## src/rtl/dma_pkt_pkg.sv

```systemverilog
package dma_pkt_pkg;
  localparam logic [7:0] OPC_DMA = 8'h41;
  localparam int BODY_LAST = 4;

  typedef enum logic [3:0] {
    S_IDLE, S_BODY, S_SKIP, S_START, S_RD0, S_RD1, S_WR0, S_WR1, S_FIN
  } stateT;

  typedef struct packed {
    logic       capBody;
    logic [2:0] bodyIdx;
    logic       cap0;
    logic       cap1;
    logic       srcStep;
    logic       dstStep;
    logic       beatDone;
    logic       selHi;
  } strobeT;

  function automatic logic [31:0] revBytes(input logic [31:0] w);
    return {w[7:0], w[15:8], w[23:16], w[31:24]};
  endfunction

  // returns {hi, lo}
  function automatic logic [63:0] swapPair(input logic [1:0] mode, input logic paired,
                                           input logic [31:0] lo, input logic [31:0] hi);
    logic [63:0] r;
    case (mode)
      2'd1: r = {hi[23:16], hi[31:24], hi[7:0], hi[15:8], lo[23:16], lo[31:24], lo[7:0], lo[15:8]};
      2'd2: r = {revBytes(hi), revBytes(lo)};
      2'd3: r = paired ? {revBytes(lo), revBytes(hi)} : {hi, lo};
      default: r = {hi, lo};
    endcase
    return r;
  endfunction
endpackage

```

## src/rtl/dmaPktCtrl.sv

```systemverilog
module dmaPktCtrl
  import dma_pkt_pkg::*;
(
  input  logic        clk,
  input  logic        rstN,
  input  logic [7:0]  hdrOpc,
  input  logic [13:0] hdrLen,
  input  logic        pktValid,
  output logic        pktReady,
  output logic        memReq,
  output logic        memWe,
  input  logic        memAck,
  input  logic        fillMode,
  input  logic        syncReq,
  input  logic        beat2,
  input  logic        wordsZero,
  input  logic        lastBeat,
  output strobeT      stb,
  output logic        xferDone,
  output logic        badPkt
);
  stateT       state, stateNext;
  logic [2:0]  bodyIdx;
  logic [14:0] skipCnt;
  logic        errQ;

  wire hdrTake = (state == S_IDLE) && pktValid;
  wire hdrOk   = (hdrOpc == OPC_DMA);

  assign pktReady = (state == S_IDLE) || (state == S_BODY) || (state == S_SKIP);
  assign memWe    = (state == S_WR0) || (state == S_WR1);
  assign memReq   = memWe || (((state == S_RD0) || (state == S_RD1)) && !fillMode);
  assign xferDone = (state == S_FIN) && syncReq;
  assign badPkt   = errQ;

  always_comb begin
    stateNext = state;
    stb = '0;
    stb.bodyIdx = bodyIdx;
    stb.selHi = (state == S_WR1);
    case (state)
      S_IDLE: if (pktValid) stateNext = hdrOk ? S_BODY : S_SKIP;
      S_SKIP: if (pktValid && skipCnt == 15'd1) stateNext = S_IDLE;
      S_BODY: if (pktValid) begin
        stb.capBody = 1'b1;
        if (bodyIdx == 3'(BODY_LAST)) stateNext = S_START;
      end
      S_START: stateNext = wordsZero ? S_FIN : S_RD0;
      S_RD0: if (fillMode || memAck) begin
        stb.cap0 = 1'b1;
        stb.srcStep = !fillMode;
        stateNext = beat2 ? S_RD1 : S_WR0;
      end
      S_RD1: if (fillMode || memAck) begin
        stb.cap1 = 1'b1;
        stb.srcStep = !fillMode;
        stateNext = S_WR0;
      end
      S_WR0: if (memAck) begin
        stb.dstStep = 1'b1;
        if (beat2) stateNext = S_WR1;
        else begin
          stb.beatDone = 1'b1;
          stateNext = lastBeat ? S_FIN : S_RD0;
        end
      end
      S_WR1: if (memAck) begin
        stb.dstStep = 1'b1;
        stb.beatDone = 1'b1;
        stateNext = lastBeat ? S_FIN : S_RD0;
      end
      S_FIN: stateNext = S_IDLE;
      default: stateNext = S_IDLE;
    endcase
  end

  always_ff @(posedge clk or negedge rstN) begin
    if (!rstN) begin
      state   <= S_IDLE;
      bodyIdx <= '0;
      skipCnt <= '0;
      errQ    <= 1'b0;
    end else begin
      state <= stateNext;
      errQ  <= hdrTake && !hdrOk;
      if (hdrTake) begin
        bodyIdx <= '0;
        skipCnt <= {1'b0, hdrLen} + 15'd1;
      end
      if (stb.capBody) bodyIdx <= bodyIdx + 3'd1;
      if (state == S_SKIP && pktValid) skipCnt <= skipCnt - 15'd1;
    end
  end

  // an outstanding request keeps its kind until acknowledged
  p_req_held_r10: assert property (@(posedge clk) disable iff (!rstN)
    memReq && !memAck |=> memReq && $stable(memWe));
  // completion is a single-cycle pulse
  p_done_pulse_r9: assert property (@(posedge clk) disable iff (!rstN)
    xferDone |=> !xferDone);
  // no intake while memory traffic is in flight
  p_intake_idle_r11: assert property (@(posedge clk) disable iff (!rstN)
    pktReady |-> !memReq);
  // error pulse lasts one cycle
  p_err_pulse_r2: assert property (@(posedge clk) disable iff (!rstN)
    badPkt |=> !badPkt);
endmodule

```

## src/rtl/dmaPktPath.sv

```systemverilog
module dmaPktPath
  import dma_pkt_pkg::*;
#(
  parameter int ADDR_W = 40,
  parameter int CNT_W  = 21
) (
  input  logic              clk,
  input  logic              rstN,
  input  logic [31:0]       pktData,
  input  strobeT            stb,
  input  logic              memReq,
  input  logic              memWe,
  input  logic              memAck,
  input  logic [31:0]       memRdata,
  output logic [ADDR_W-1:0] memAddr,
  output logic [31:0]       memWdata,
  output logic              fillMode,
  output logic              syncReq,
  output logic              beat2,
  output logic              wordsZero,
  output logic              lastBeat
);
  localparam int WL_W = CNT_W - 2;
  localparam logic [ADDR_W-1:0] STEP = ADDR_W'(4);

  logic [31:0]       immWord, dstLo, d0, d1;
  logic [7:0]        srcHi, dstHi;
  logic [1:0]        srcSel, srcSw, dstSw;
  logic              srcHold, dstHold;
  logic [ADDR_W-1:0] srcAddr, dstAddr;
  logic [WL_W-1:0]   wordsLeft;
  logic [63:0]       srcSwapped, dstSwapped;

  wire loadAll  = stb.capBody && (stb.bodyIdx == 3'(BODY_LAST));
  wire pairMode = (srcSw == 2'd3) || (dstSw == 2'd3);

  assign fillMode  = (srcSel == 2'd2);
  assign beat2     = pairMode && (wordsLeft >= WL_W'(2));
  assign wordsZero = (wordsLeft == '0);
  assign lastBeat  = (wordsLeft == (beat2 ? WL_W'(2) : WL_W'(1)));

  always_ff @(posedge clk or negedge rstN) begin
    if (!rstN) begin
      immWord <= '0; dstLo <= '0; srcHi <= '0; dstHi <= '0;
      srcSel <= '0; syncReq <= 1'b0; srcSw <= '0; dstSw <= '0;
      srcHold <= 1'b0; dstHold <= 1'b0;
      srcAddr <= '0; dstAddr <= '0; wordsLeft <= '0;
      d0 <= '0; d1 <= '0;
    end else begin
      if (stb.capBody) begin
        case (stb.bodyIdx)
          3'd0: immWord <= pktData;
          3'd1: begin
            syncReq <= pktData[31];
            srcSel  <= pktData[30:29];
            srcHi   <= pktData[7:0];
          end
          3'd2: dstLo <= pktData;
          3'd3: dstHi <= pktData[7:0];
          default: begin
            srcSw   <= pktData[24:23];
            dstSw   <= pktData[25:24];
            srcHold <= pktData[28];
            dstHold <= pktData[29];
          end
        endcase
      end
      if (loadAll) begin
        srcAddr   <= ADDR_W'({srcHi, immWord});
        dstAddr   <= ADDR_W'({dstHi, dstLo});
        wordsLeft <= pktData[CNT_W-1:2];
      end else if (stb.beatDone) begin
        wordsLeft <= wordsLeft - (beat2 ? WL_W'(2) : WL_W'(1));
      end
      if (stb.srcStep && !srcHold) srcAddr <= srcAddr + STEP;
      if (stb.dstStep && !dstHold) dstAddr <= dstAddr + STEP;
      if (stb.cap0) d0 <= fillMode ? immWord : memRdata;
      if (stb.cap1) d1 <= fillMode ? immWord : memRdata;
    end
  end

  always_comb begin
    srcSwapped = swapPair(srcSw, beat2, d0, d1);
    dstSwapped = swapPair(dstSw, beat2, srcSwapped[31:0], srcSwapped[63:32]);
  end

  assign memAddr  = memWe ? dstAddr : srcAddr;
  assign memWdata = stb.selHi ? dstSwapped[63:32] : dstSwapped[31:0];

  // address and data hold while a request waits
  p_addr_hold_r10: assert property (@(posedge clk) disable iff (!rstN)
    memReq && !memAck |=> $stable(memAddr) && $stable(memWdata));
  // a finished beat never takes more words than remain
  p_no_underflow_r3: assert property (@(posedge clk) disable iff (!rstN)
    stb.beatDone |-> wordsLeft >= (beat2 ? WL_W'(2) : WL_W'(1)));
endmodule

```

## src/rtl/dma_pkt_exec.sv

```systemverilog
module dma_pkt_exec
  import dma_pkt_pkg::*;
#(
  parameter int ADDR_W = 40,
  parameter int CNT_W  = 21
) (
  input  logic              clk,
  input  logic              rstN,
  input  logic [31:0]       pktData,
  input  logic              pktValid,
  output logic              pktReady,
  output logic              memReq,
  output logic              memWe,
  output logic [ADDR_W-1:0] memAddr,
  output logic [31:0]       memWdata,
  input  logic [31:0]       memRdata,
  input  logic              memAck,
  output logic              xferDone,
  output logic              badPkt
);
  strobeT stb;
  logic fillMode, syncReq, beat2, wordsZero, lastBeat;

  dmaPktCtrl i_ctrl (
    .clk(clk), .rstN(rstN), .hdrOpc(pktData[15:8]), .hdrLen(pktData[29:16]),
    .pktValid(pktValid), .pktReady(pktReady), .memReq(memReq), .memWe(memWe),
    .memAck(memAck), .fillMode(fillMode), .syncReq(syncReq), .beat2(beat2),
    .wordsZero(wordsZero), .lastBeat(lastBeat), .stb(stb),
    .xferDone(xferDone), .badPkt(badPkt)
  );

  dmaPktPath #(.ADDR_W(ADDR_W), .CNT_W(CNT_W)) i_path (
    .clk(clk), .rstN(rstN), .pktData(pktData), .stb(stb), .memReq(memReq),
    .memWe(memWe), .memAck(memAck), .memRdata(memRdata), .memAddr(memAddr),
    .memWdata(memWdata), .fillMode(fillMode), .syncReq(syncReq), .beat2(beat2),
    .wordsZero(wordsZero), .lastBeat(lastBeat)
  );
endmodule

```

## config.mk

```make
export PLATFORM = sky130hd
export DESIGN_NAME = dma_pkt_exec
export DESIGN_NICKNAME = d
export VERILOG_FILES = /design/src/rtl/dma_pkt_pkg.sv /design/src/rtl/dmaPktCtrl.sv /design/src/rtl/dmaPktPath.sv /design/src/rtl/dma_pkt_exec.sv
export SDC_FILE = /design/constraint.sdc
export NUM_CORES = 1
export LEC_CHECK = 0
export CORE_ASPECT_RATIO = 1.75
export CORE_UTILIZATION = 49
export DETAILED_ROUTE_END_ITERATION = 8
export DONT_BUFFER_PORTS = 1
export GPL_ROUTABILITY_DRIVEN = 0
export GPL_TIMING_DRIVEN = 0
export SYNTH_ARGS = -nofsm -noshare
export SYNTH_HDL_FRONTEND = slang
export SYNTH_SLANG_ARGS = --single-unit
```

## constraint.sdc

```tcl
create_clock -name clk -period 7.3 [get_ports clk]
set_input_delay 0.73 -clock clk [delete_from_list [all_inputs] [get_ports clk]]
set_output_delay 0.73 -clock clk [all_outputs]
set_load 0.01 [all_outputs]
```

==> flow_summary.json <==
{
  "status": "finished, final reports clean",
  "crit_fanout": 10,
  "grt_pass1_wl_mm": 112,
  "worstSetupEndpointType": "output pin",
  "drc_errors": 0,
  "p_seq_share_pct": 41.4,
  "clock-sinks": 274,
  "die_w_um": 145,
  "ant_nets": 0,
  "synth_xor_area_share_pct": 1.09,
  "max_slew.worst_pin.slew_ps": 1190,
  "row_count": 91,
  "max_freq_mhz": 176,
  "critPathSlowestCell": "clkbuf_1",
  "fillCellCount": 3307,
  "setup_tns_ps": 0,
  "start_util_pct": 50.0,
  "wl_per_cell_um": 29.9,
  "synth-async-reset-ratio_pct": 100,
  "cpLargestDelayFamily": "buffers and inverters",
  "worstSkewPairLatency_ps": 550,
  "clkPwrFrac_pct": 29.4,
  "yosysTopAreaCell": "dfrtp_1",
  "htreeDepth": 1,
  "synth_warnings": 0,
  "syn_area_um2": 17600,
  "min_path_type": "primary input to async pin",
  "drv_slew": 0,
  "skew_ps": 10.8,
  "hpwlAfterDp_mm": 55.6,
  "crit_buf_inv": 4,
  "critical_path_class": "flop to output pin",
  "place_ws_ps": 2820,
  "cp-start-kind": "flop",
  "routed_wl_mm": 75.2,
  "ir_worst_vdd_mv": 0.228,
  "cpMostUsedCell": "clkbuf_1",
  "p_int_mw": 3.26,
  "boundaryPins": 145,
  "timing.final.crit_share_pct": 78.0,
  "netlist_top_cells_area": "dfrtp_1, mux2_2, nand2_1",
  "fp.coreArea_um2": 35300,
  "synth_flop_cell": "dfrtp_1",
  "ctsRootBufferMaster": "clkbuf_16",
  "timing.max_slew.rel_slack_pct": 20.6,
  "area_delta_synth_final_pct": 9.37,
  "syn_nets": 2076,
  "grtUsageTotal_pct": 41.3,
  "swShare_pct": 39.4,
  "grt_max_degree": 275,
  "synthSimpleGateAreaFrac_pct": 19.1,
  "grt_overflow": 0,
  "design_area_um2": 19300,
  "grt_pass1_vias": 17519,
  "synth_edf_count": 0,
  "final_cells": 2517,
  "cts_tree": "built",
  "synth_compound_area_share_pct": 21.4,
  "arrival_ps": 4960,
  "die_height_um": 253,
  "antenna_found_initial": 11,
  "busiest_layer": "met2",
  "post_cts_buffers": 0,
  "vias": 17378,
  "cap_violations": 0,
  "netlist_instances": 1995,
  "layout_min_cycle_time_ps": 5690,
  "synthMuxAreaShare_pct": 14.9,
  "cts_hold_buffers": 1,
  "final_cell_mix": "nand2_1, dfrtp_1, o21ai_0",
  "final_nets": 2106,
  "ys_ff_latch": 274,
  "hold_viol_final": 0,
  "final_common_cell": "nand2_1",
  "p_per_area_nw_per_um2": 279,
  "placed_cell_area_um2": 18200,
  "p_sw_mw": 2.12,
  "setup_slack_ps": 1610,
  "groute.layer.met2.usage_pct": 68.7,
  "drive_gt1_share_pct": 11.5,
  "use_met1_pct": 39.1,
  "dr.pass1.iters": 6,
  "die_area_um2": 36800,
  "setup_violations": 0,
  "synth.top_cell.area_share_pct": 38.9,
  "max_stage_delay_ps": 890,
  "worstPathRequired_ps": 6570,
  "clockBufferDepth": 3,
  "cp_cell_sequence": "clkbuf_1, clkbuf_1, clkbuf_1, clkbuf_1, nand3_1, nand2_1, a221oi_1, o21ai_0",
  "cts_inserted_buffers": 26,
  "io_buffers": 0,
  "drt_iter0_drc": 1350,
  "syn_avg_cell_area_um2": 8.84,
  "synth_fa_ha_area_share_pct": 0.965,
  "synth_top_family_by_area": "compound AO/OA/AOI/OAI gates",
  "synth_cell_type_count": 75,
  "cts_resized": 0,
  "clk_pin_slew_ps": 60,
  "vias_per_cell": 6.90,
  "dp.cells": 2460,
  "seq_area_frac_synth_pct": 38.9,
  "use_met3_pct": 13.1,
  "rsz0062_at_grt": "no",
  "leakagePower_nw": 7.85,
  "total_power_mw": 5.38,
  "pwr-share-comb_pct": 29.2
}
==> power by group through the flow <==
stage | logic [mW] | registers [mW] | clock network [mW]
after global placement | 1.43 | 2.18 | 0
after floorplan | 1.11 | 2.00 | 0
after CTS | 1.51 | 2.16 | 1.60
final | 1.57 | 2.23 | 1.58
after global routing | 1.69 | 2.25 | 1.65
after detailed placement | 1.47 | 2.18 | 0
==> final cells by class <==
class                      count  area [µm²]  share of cell area [%]
clock buffer                  34         762                    3.95
buffer                       137         547                    2.83
antenna                        7        17.5                  0.0908
multi-input combinational   1555       10100                    52.5
clock inverter                14         230                    1.19
inverter                      29         109                   0.564
tap                          465         582                    3.02
sequential                   274        6860                    35.5
timing repair buffer           2        55.1                   0.285
==> state kept, by name (all words and copies together), names as in the netlist, 4 cells and up <==
register,count
i_path.d1,32
i_path.srcHi,8
i_path.dstLo,32
i_path.wordsLeft,19
i_path.dstHi,8
i_ctrl.skipCnt,15
i_path.srcAddr,40
i_path.d0,32
i_path.dstAddr,40
i_ctrl.state,4
i_path.immWord,32
==> final timing paths <==
path | from | endpoint | slack (ps) | cells past startpoint
worst max-delay path | i_path.dstSw[0] | memWdata[19] | 1610 | 8
worst min-delay path | rstN | i_path.dstAddr[33] | 140 | 1
worst max register to register | i_path.wordsLeft[11] | i_path.wordsLeft[9] | 2900 | 10
worst min register to register | i_path.srcAddr[1] | i_path.srcAddr[1] | 480 | 2
max in group asynchronous | rstN | i_path.dstAddr[12] | 5980 | 2
min in group clk | memAck | i_ctrl.state[2] | 300 | 1
==> Yosys cell counts, types with 6 or more instances <==
cell       count
and4_1         6
nor3_1        47
o21ai_0      179
xor2_1         9
o221ai_1      11
o221a_2        7
xnor2_1       13
nor2b_1       13
clkbuf_1     106
a221oi_1       6
nand4_1       20
o211ai_1      60
nor2_1        98
buf_2         13
a221o_1       26
ha_1          12
nor4_1        19
a22oi_1       15
nand4b_1       6
a21oi_1       71
a32oi_1       11
or3_1         21
nand2_1      304
and2_1         8
a2bb2oi_1     12
a211o_1        7
o311ai_0      47
mux2_2       143
a31oi_1       26
or4_1          8
o22ai_1       18
buf_1         14
nand3_1      115
mux2i_1       99
a21o_1        14
and3_1        25
a211oi_1      17
inv_1         28
dfrtp_1      274
==> worst reg2reg max path, stage by stage, from the launching register on <==
cell and delay [ps]:
dfrtp_1 420, nor4_1 660, and3_1 320, buf_2 300, a21o_1 340, ha_1 320, a211oi_1 600, or3b_4 500
or4_1 440, xnor2_1 140, mux2_2 260
==> kinds of logic (layout without fill, tap and decap cells) <==
logic type | Yosys count | count (layout)
AOI/OAI and AO/OA | 561 | 561
adders and majority gates | 13 | 13
xor gates and xnor gates | 22 | 22
DFF | 274 | 274
buffers and inverters | 166 | 216
muxes | 243 | 243
other | 0 | 7
and+or+nand+nor | 716 | 716
==> through the flow <==
stage               hold WS [ps]  util, %
finish                       135     54.7
global route                 235     54.6
CTS                          280     54.5
detailed placement           446     51.6
global placement             446     51.6
floorplan                    433        -
==> layer usage <==
metal  wire [µm]  up-vias
met1       23700     8306
met3        6990      462
met4        8920        4
li1            -     7579
met2       35500     1027
met5          31        -
Note: power is estimated with default switching activity, not from simulation.
